[config.mk]
export PLATFORM = sky130hd
export DESIGN_NAME = seqcpu_top
export DESIGN_NICKNAME = d
export VERILOG_FILES = /design/src/rtl/seqcpu_pkg.sv /design/src/rtl/seqcpu_regfile.sv /design/src/rtl/seqcpu_alu.sv /design/src/rtl/seqcpu_ctrl.sv /design/src/rtl/seqcpu_top.sv
export SDC_FILE = /design/constraint.sdc
export NUM_CORES = 2
export LEC_CHECK = 0
export BUFFER_PORTS_ARGS = -buffer_cell sky130_fd_sc_hd__clkbuf_2
export CORE_MARGIN = 10
export CORE_UTILIZATION = 56
export CTS_BUF_LIST = sky130_fd_sc_hd__clkbuf_8 sky130_fd_sc_hd__clkbuf_16
export DETAILED_ROUTE_END_ITERATION = 10
export PLACE_DENSITY = 0.72
export SLEW_MARGIN = 10
export SYNTH_ARGS = -nofsm -noshare
export SYNTH_HDL_FRONTEND = slang
export SYNTH_SLANG_ARGS = --single-unit
[constraint.sdc]
create_clock -name clk -period 6.85 [get_ports clk]
set_input_delay 0.685 -clock clk [delete_from_list [all_inputs] [get_ports clk]]
set_output_delay 0.685 -clock clk [all_outputs]
set_load 0.02 [all_outputs]
[src/rtl/seqcpu_pkg.sv]
package seqcpu_pkg;

  localparam int unsigned INSN_W = 32;
  localparam int unsigned OPC_W  = 6;
  localparam int unsigned FN_W   = 11;
  localparam int unsigned IMM_W  = 16;
  localparam int unsigned TGT_W  = 26;

  localparam logic [OPC_W-1:0] OPC_RR    = 6'h00;
  localparam logic [OPC_W-1:0] OPC_JMP   = 6'h02;
  localparam logic [OPC_W-1:0] OPC_BRZ   = 6'h04;
  localparam logic [OPC_W-1:0] OPC_BRNZ  = 6'h05;
  localparam logic [OPC_W-1:0] OPC_ADDI  = 6'h08;
  localparam logic [OPC_W-1:0] OPC_SLTI  = 6'h0A;
  localparam logic [OPC_W-1:0] OPC_ANDI  = 6'h0C;
  localparam logic [OPC_W-1:0] OPC_ORI   = 6'h0D;
  localparam logic [OPC_W-1:0] OPC_XORI  = 6'h0E;
  localparam logic [OPC_W-1:0] OPC_LOAD  = 6'h23;
  localparam logic [OPC_W-1:0] OPC_STORE = 6'h2B;

  typedef enum logic [2:0] {
    ALU_ADD, ALU_SUB, ALU_AND, ALU_OR, ALU_XOR, ALU_SLT
  } alu_op_e;

  typedef enum logic [3:0] {
    ST_FETCH, ST_DECODE, ST_EXE_RR, ST_EXE_RI, ST_ADDR,
    ST_LOAD, ST_STORE, ST_XFER, ST_WRITE, ST_BRANCH, ST_JUMP
  } seq_state_e;

  typedef enum logic [1:0] {
    PCS_HOLD, PCS_SEQ, PCS_BRANCH, PCS_JUMP
  } pc_src_e;

  // control points driven by the sequencer each cycle
  typedef struct packed {
    logic    ir_load;
    pc_src_e pc_src;
    logic    ab_load;
    logic    r_load;
    logic    use_imm;
    alu_op_e alu_op;
    logic    wb_load;
    logic    wb_from_mem;
    logic    rf_we;
    logic    dst_rd;
    logic    mem_req;
    logic    mem_we;
    logic    addr_from_r;
  } ctl_t;

  function automatic alu_op_e rr_alu(input logic [FN_W-1:0] fn);
    alu_op_e op;
    case (fn)
      11'd1:   op = ALU_SUB;
      11'd2:   op = ALU_AND;
      11'd3:   op = ALU_OR;
      11'd4:   op = ALU_XOR;
      11'd5:   op = ALU_SLT;
      default: op = ALU_ADD;
    endcase
    return op;
  endfunction

  function automatic alu_op_e ri_alu(input logic [OPC_W-1:0] opc);
    alu_op_e op;
    case (opc)
      OPC_SLTI: op = ALU_SLT;
      OPC_ANDI: op = ALU_AND;
      OPC_ORI:  op = ALU_OR;
      OPC_XORI: op = ALU_XOR;
      default:  op = ALU_ADD;
    endcase
    return op;
  endfunction

  function automatic seq_state_e dispatch(input logic [OPC_W-1:0] opc);
    seq_state_e n;
    case (opc)
      OPC_RR:                                        n = ST_EXE_RR;
      OPC_ADDI, OPC_SLTI, OPC_ANDI, OPC_ORI, OPC_XORI: n = ST_EXE_RI;
      OPC_LOAD, OPC_STORE:                           n = ST_ADDR;
      OPC_BRZ, OPC_BRNZ:                             n = ST_BRANCH;
      OPC_JMP:                                       n = ST_JUMP;
      default:                                       n = ST_FETCH;
    endcase
    return n;
  endfunction

endpackage

[src/rtl/seqcpu_regfile.sv]
module seqcpu_regfile #(
  parameter int unsigned XLEN = 32,
  parameter int unsigned AW   = 5,
  parameter int unsigned NRD  = 2
) (
  input  logic                     clk,
  input  logic                     rst,
  input  logic [NRD-1:0][AW-1:0]   rd_addr,
  output logic [NRD-1:0][XLEN-1:0] rd_data,
  input  logic                     wr_en,
  input  logic [AW-1:0]            wr_addr,
  input  logic [XLEN-1:0]          wr_data
);
  localparam int unsigned NREG = 1 << AW;

  logic [XLEN-1:0] regs [NREG];

  always_ff @(posedge clk) begin
    if (rst) begin
      for (int i = 0; i < NREG; i++) regs[i] <= '0;
    end else if (wr_en && (wr_addr != '0)) begin
      regs[wr_addr] <= wr_data;
    end
  end

  for (genvar p = 0; p < NRD; p++) begin : g_rd
    assign rd_data[p] = regs[rd_addr[p]];
  end

  AST_ZERO_REG_CLEAR: assert property (@(posedge clk) disable iff (rst)
    regs[0] == '0);

endmodule

[src/rtl/seqcpu_alu.sv]
module seqcpu_alu
  import seqcpu_pkg::*;
#(
  parameter int unsigned XLEN = 32
) (
  input  alu_op_e         op,
  input  logic [XLEN-1:0] a,
  input  logic [XLEN-1:0] b,
  output logic [XLEN-1:0] y
);
  logic lt;
  assign lt = $signed(a) < $signed(b);

  always_comb begin
    unique case (op)
      ALU_ADD: y = a + b;
      ALU_SUB: y = a - b;
      ALU_AND: y = a & b;
      ALU_OR:  y = a | b;
      ALU_XOR: y = a ^ b;
      ALU_SLT: y = {{(XLEN-1){1'b0}}, lt};
      default: y = '0;
    endcase
  end

endmodule

[src/rtl/seqcpu_ctrl.sv]
module seqcpu_ctrl
  import seqcpu_pkg::*;
(
  input  logic             clk,
  input  logic             rst,
  input  logic [OPC_W-1:0] opc,
  input  logic [FN_W-1:0]  fn,
  input  logic             a_zero,
  input  logic             mem_rdy,
  output seq_state_e       state,
  output ctl_t             ctl
);
  seq_state_e state_q, state_d;
  logic       br_take;

  assign state   = state_q;
  assign br_take = (opc == OPC_BRZ) ? a_zero : !a_zero;

  always_ff @(posedge clk) begin
    if (rst) state_q <= ST_FETCH;
    else     state_q <= state_d;
  end

  always_comb begin
    ctl         = '0;
    ctl.pc_src  = PCS_HOLD;
    ctl.alu_op  = ALU_ADD;
    state_d     = state_q;
    unique case (state_q)
      ST_FETCH: begin
        ctl.mem_req = 1'b1;
        if (mem_rdy) begin
          ctl.ir_load = 1'b1;
          ctl.pc_src  = PCS_SEQ;
          state_d     = ST_DECODE;
        end
      end
      ST_DECODE: begin
        ctl.ab_load = 1'b1;
        state_d     = dispatch(opc);
      end
      ST_EXE_RR: begin
        ctl.r_load = 1'b1;
        ctl.alu_op = rr_alu(fn);
        state_d    = ST_XFER;
      end
      ST_EXE_RI: begin
        ctl.r_load  = 1'b1;
        ctl.use_imm = 1'b1;
        ctl.alu_op  = ri_alu(opc);
        state_d     = ST_XFER;
      end
      ST_ADDR: begin
        ctl.r_load  = 1'b1;
        ctl.use_imm = 1'b1;
        state_d     = (opc == OPC_LOAD) ? ST_LOAD : ST_STORE;
      end
      ST_LOAD: begin
        ctl.mem_req     = 1'b1;
        ctl.addr_from_r = 1'b1;
        if (mem_rdy) begin
          ctl.wb_load     = 1'b1;
          ctl.wb_from_mem = 1'b1;
          state_d         = ST_WRITE;
        end
      end
      ST_STORE: begin
        ctl.mem_req     = 1'b1;
        ctl.mem_we      = 1'b1;
        ctl.addr_from_r = 1'b1;
        if (mem_rdy) state_d = ST_FETCH;
      end
      ST_XFER: begin
        ctl.wb_load = 1'b1;
        state_d     = ST_WRITE;
      end
      ST_WRITE: begin
        ctl.rf_we  = 1'b1;
        ctl.dst_rd = (opc == OPC_RR);
        state_d    = ST_FETCH;
      end
      ST_BRANCH: begin
        if (br_take) ctl.pc_src = PCS_BRANCH;
        state_d = ST_FETCH;
      end
      ST_JUMP: begin
        ctl.pc_src = PCS_JUMP;
        state_d    = ST_FETCH;
      end
      default: state_d = ST_FETCH;
    endcase
  end

  AST_WAIT_HOLDS_STATE: assert property (@(posedge clk) disable iff (rst)
    (ctl.mem_req && !mem_rdy) |=> (state_q == $past(state_q)));

  AST_STORE_DONE_FETCH: assert property (@(posedge clk) disable iff (rst)
    (state_q == ST_STORE && mem_rdy) |=> (state_q == ST_FETCH));

endmodule

[src/rtl/seqcpu_top.sv]
module seqcpu_top
  import seqcpu_pkg::*;
#(
  parameter int unsigned XLEN = 32,
  parameter int unsigned RF_AW = 5
) (
  input  logic            clk,
  input  logic            rst,
  output logic            mem_req,
  input  logic            mem_rdy,
  output logic            mem_we,
  output logic [XLEN-1:0] mem_addr,
  output logic [XLEN-1:0] mem_wdata,
  input  logic [XLEN-1:0] mem_rdata
);
  localparam int unsigned PC_HI_LSB = TGT_W + 2;

  logic [XLEN-1:0] pc_q, ir_q, a_q, b_q, r_q, wb_q;
  logic [XLEN-1:0] imm_sx, alu_b, alu_y, pc_br, pc_jmp;
  logic [OPC_W-1:0] opc;
  logic [RF_AW-1:0] f_rs, f_rt, f_rd, wr_sel;
  logic [FN_W-1:0]  f_fn;
  logic [IMM_W-1:0] f_imm;
  logic [TGT_W-1:0] f_tgt;
  logic [1:0][RF_AW-1:0] rf_ra;
  logic [1:0][XLEN-1:0]  rf_rd;
  logic       a_zero;
  ctl_t       ctl;
  seq_state_e state;

  // instruction field slicing
  assign opc   = ir_q[31:26];
  assign f_rs  = ir_q[25:21];
  assign f_rt  = ir_q[20:16];
  assign f_rd  = ir_q[15:11];
  assign f_fn  = ir_q[FN_W-1:0];
  assign f_imm = ir_q[IMM_W-1:0];
  assign f_tgt = ir_q[TGT_W-1:0];

  assign imm_sx = {{(XLEN-IMM_W){f_imm[IMM_W-1]}}, f_imm};
  assign a_zero = (a_q == '0);
  assign pc_br  = pc_q + (imm_sx << 2);
  assign pc_jmp = {pc_q[XLEN-1:PC_HI_LSB], f_tgt, 2'b00};
  assign alu_b  = ctl.use_imm ? imm_sx : b_q;

  seqcpu_ctrl u_ctrl (
    .clk     (clk),
    .rst     (rst),
    .opc     (opc),
    .fn      (f_fn),
    .a_zero  (a_zero),
    .mem_rdy (mem_rdy),
    .state   (state),
    .ctl     (ctl)
  );

  seqcpu_alu #(.XLEN(XLEN)) u_alu (
    .op (ctl.alu_op),
    .a  (a_q),
    .b  (alu_b),
    .y  (alu_y)
  );

  assign rf_ra[0] = f_rs;
  assign rf_ra[1] = f_rt;
  assign wr_sel   = ctl.dst_rd ? f_rd : f_rt;

  seqcpu_regfile #(.XLEN(XLEN), .AW(RF_AW), .NRD(2)) u_rf (
    .clk     (clk),
    .rst     (rst),
    .rd_addr (rf_ra),
    .rd_data (rf_rd),
    .wr_en   (ctl.rf_we),
    .wr_addr (wr_sel),
    .wr_data (wb_q)
  );

  always_ff @(posedge clk) begin
    if (rst) begin
      pc_q <= '0;
      ir_q <= '0;
      a_q  <= '0;
      b_q  <= '0;
      r_q  <= '0;
      wb_q <= '0;
    end else begin
      if (ctl.ir_load) ir_q <= mem_rdata;
      unique case (ctl.pc_src)
        PCS_SEQ:    pc_q <= pc_q + XLEN'(4);
        PCS_BRANCH: pc_q <= pc_br;
        PCS_JUMP:   pc_q <= pc_jmp;
        default:    pc_q <= pc_q;
      endcase
      if (ctl.ab_load) begin
        a_q <= rf_rd[0];
        b_q <= rf_rd[1];
      end
      if (ctl.r_load)  r_q  <= alu_y;
      if (ctl.wb_load) wb_q <= ctl.wb_from_mem ? mem_rdata : r_q;
    end
  end

  assign mem_req   = ctl.mem_req;
  assign mem_we    = ctl.mem_we;
  assign mem_addr  = ctl.addr_from_r ? r_q : pc_q;
  assign mem_wdata = b_q;

  AST_REQ_STABLE: assert property (@(posedge clk) disable iff (rst)
    (mem_req && !mem_rdy) |=> (mem_req && $stable(mem_addr) && $stable(mem_we)
                               && $stable(mem_wdata)));

  AST_FETCH_ADVANCES_PC: assert property (@(posedge clk) disable iff (rst)
    ctl.ir_load |=> (pc_q == $past(pc_q) + XLEN'(4)));

  AST_DECODE_KEEPS_PC: assert property (@(posedge clk) disable iff (rst)
    (state == ST_DECODE) |=> $stable(pc_q));

  AST_BRANCH_UNTAKEN: assert property (@(posedge clk) disable iff (rst)
    (state == ST_BRANCH && ((opc == OPC_BRZ) != a_zero)) |=> $stable(pc_q));

endmodule

==> run summary <==
status -> complete, no violations
critical path's top delay family -> simple AND/OR/NAND/NOR gates
kind of critical path -> reg2reg
crit-path max FO -> 16
DRT iter0 DRCs -> 6753
initial antenna violation count -> 21
multi-input logic area -> 32670 um^2
power per cell area -> 326.1 nW/um^2
Final Hold Fails -> 0
post-cts gate resize count -> 0
cell taking the most area after synthesis -> edfxtp_1
GPL Wtd Cong -> 0.9936
number of flops mapped to enable cells by yosys -> 1024
first-pass GRT wire length -> 326.7 mm
Via density -> 6.874
core area -> 122000 um^2
maxcap violations -> 0
Port Buffers -> 100
layout cell share with drive strength beyond 1 -> 0.2278
CP endpoint kind -> register
GR Util All Layers -> 0.3289
design area -> 75490 um^2
register area -> 34670 um^2
hpwl dp -> 142.1 mm
CP max stage cell -> nor4_1
Initial Util -> 0.5648
die span in y -> 370.8 um
sequential element share of the synthesized area -> 0.5024
Post-route DRC -> 0
startpoint types -> register
Area after DPL -> 71290 um^2
Post-CTS Hold Fix Bufs -> 0
post-layout util -> 0.6186
CP most frequent cell -> a21o_1
Layout fillers -> 9046
Routed WL per cell -> 33.39 um
setup violators final -> 0
vias in the first global route -> 45866
ys flop type -> edfxtp_1
Final Cycle Share -> 0.8093
R2R setup slack -> 1.31 ns
maximum vdd drop -> 281.3 uV
slew margin rel. -> 0.1138
asr flop ratio synth -> 0
die area -> 137500 um^2
Fin Setup TNS -> 0 ns
Std-Cell Rows -> 128
Worst-Margin Slew -> 1.326 ns
Cells after Synth -> 5161
Reg clk slew, reported paths -> 0.06 ns
later-pin clock latency in the skew report -> 0.78 ns
Yosys warnings -> 0
Routed WL -> 226.7 mm
origin of the critical flop-to-flop path -> a_q[7]
Area contributors post-synth -> edfxtp_1 45%, mux4_2 21%, and2_1 9.2%
crit path cell chain -> nor4_1, nand4_1, nor2_1, xnor2_1, nor3_1, a21o_1, and3b_1, ha_1, and2_1, ha_1, a21o_1, a21o_1, a21o_1, or3_1, nor3_1, o31ai_1, a211oi_1, a311oi_1, a211o_1
Tot Pwr -> 0.02462 W
clock sink count -> 1218
post-CTS setup buffer count -> 0
largest net degree at the start of global routing -> 150
Tmin final -> 5.544 ns
area of the mapped netlist -> 68930 um^2
worst reg2reg path depth -> 19
die width -> 370.8 um
Hold WS -> 0.1337 ns
Crit path arrival time -> 6.20 ns
Synth top area share -> 0.4461
worst hold path type -> in2reg
NumNets Final -> 5222
Final ANT Viol Nets -> 0
CTS Buf Count -> 134
hold endpoint -> ir_q[16]
Root Driver -> clkbuf_16
Syn-to-layout area delta -> 9.520%
hold path start -> mem_rdata[16]
I/O pin count -> 101
clk buf depth -> 3
Max stage delay on crit path -> 0.56 ns
Leakage -> 26.76 nW
commonest non-fill, non-tap cell in the layout -> edfxtp_1
Worst Clk Skew -> 0.01700 ns
gr ovfl total -> 0
RR Endpoint -> pc_q[31]
DR pass1 iterations -> 8
Vias -> 46666
total number of H-tree levels -> 4
most frequent cells in the layout -> 1024 x edfxtp_1, 1019 x and2_1, 640 x mux4_2
Fmax achieved -> 180.4 MHz
Buf/Inv on CP -> 0
Netlist cell types -> 92
RSZ-0062 raised after global routing -> no
flops & latches, synth -> 1218
Slew Limit Fails -> 0
Req. time, crit path -> 7.51 ns
WHS Path Cells -> 3
mean area per synthesized cell -> 13.36 um^2
CTS tree -> built
through the flow:
step | setup WS [ns] | cells
floorplan | 2.151 | 5192
global placement | 1.496 | 6544
detailed placement | 1.471 | 6544
CTS | 1.456 | 6787
global route | 1.040 | 6787
finish | 1.306 | 6789
cell usage after synthesis (19+ instances only):
| cell | count |
|---|---|
| ha_1 | 129 |
| nor2_1 | 270 |
| nor4_1 | 21 |
| a21oi_1 | 164 |
| buf_1 | 55 |
| edfxtp_1 | 1024 |
| nor3_1 | 38 |
| o21ai_0 | 111 |
| and2_1 | 1019 |
| dfxtp_1 | 194 |
| buf_2 | 54 |
| mux4_2 | 640 |
| nand2_1 | 222 |
| mux2i_1 | 108 |
| inv_1 | 114 |
| a21o_1 | 59 |
| clkbuf_1 | 364 |
| nand3_1 | 27 |
| mux2_2 | 32 |
| o211ai_1 | 28 |
| o31ai_1 | 20 |
| a211oi_1 | 131 |
| xnor2_1 | 19 |
| nand2b_1 | 19 |
kinds of logic (layout without fill, tap and decap cells):
family,Yosys count,after routing,synth area share
XOR/XNOR,33,33,0.004193
buffers and inverters,603,573,0.03421
AND/OR/NAND/NOR,1717,1717,0.1383
AO/OA/AOI/OAI,677,677,0.06654
flip-flops,1218,1218,0.5024
other,1,34,0.00005440
multiplexers,780,780,0.2300
adder cells (fa/ha/maj),132,132,0.02429
state kept, by name (all words and copies together), names as in the netlist:
register	cells
mem_wdata	32
ir_q	32
a_q	32
wb_q	32
pc_q	30
u_ctrl.state	4
u_rf.regs	1024
r_q	32
area by class of cell:
cell class	count	share of cell area
Multi-Input combinational cell	3371	0.4328
Inverter	114	0.005685
Sequential cell	1218	0.4592
Timing Repair Buffer	216	0.01979
Tap cell	1625	0.02693
Antenna cell	2	0.00006629
Clock inverter	98	0.008270
Clock buffer	145	0.04732
layer usage:
layer | GRT usage | wire length [um]
met5 | 0 | 117
met4 | 0.1531 | 11350
met3 | 0.08779 | 27900
met2 | 0.5125 | 105900
met1 | 0.4307 | 81420
power by group:
part           switching [W]  internal [W]  total, W
Clock                0.00304       0.00395   0.00699
Combinational        0.00490       0.00324   0.00813
Sequential          0.000952       0.00854   0.00949
Total                0.00889        0.0157    0.0246
how the worst max path moves through the flow:
stage / startpoint / endpoint / slack (ns) / cells after the start
floorplan: u_ctrl.state[0] / u_rf.regs[11][0] / 2.15 / 9
global placement: a_q[30] / pc_q[31] / 1.50 / 19
detailed placement: a_q[7] / pc_q[31] / 1.47 / 19
CTS: a_q[7] / pc_q[31] / 1.46 / 19
global route: u_ctrl.state[1] / r_q[25] / 1.04 / 17
finish: a_q[7] / pc_q[31] / 1.31 / 19
worst register-to-register path: stages, from the launching register on:
cell      delay [ns]
dfxtp_1         0.36
nor4_1          0.56
nand4_1         0.40
nor2_1          0.33
xnor2_1         0.10
nor3_1          0.14
a21o_1          0.11
and3b_1         0.22
ha_1            0.18
and2_1          0.56
ha_1            0.42
a21o_1          0.23
a21o_1          0.19
a21o_1          0.21
or3_1           0.30
nor3_1          0.34
o31ai_1         0.16
a211oi_1        0.26
a311oi_1        0.08
a211o_1         0.27
(Power assumes the default switching activity.)
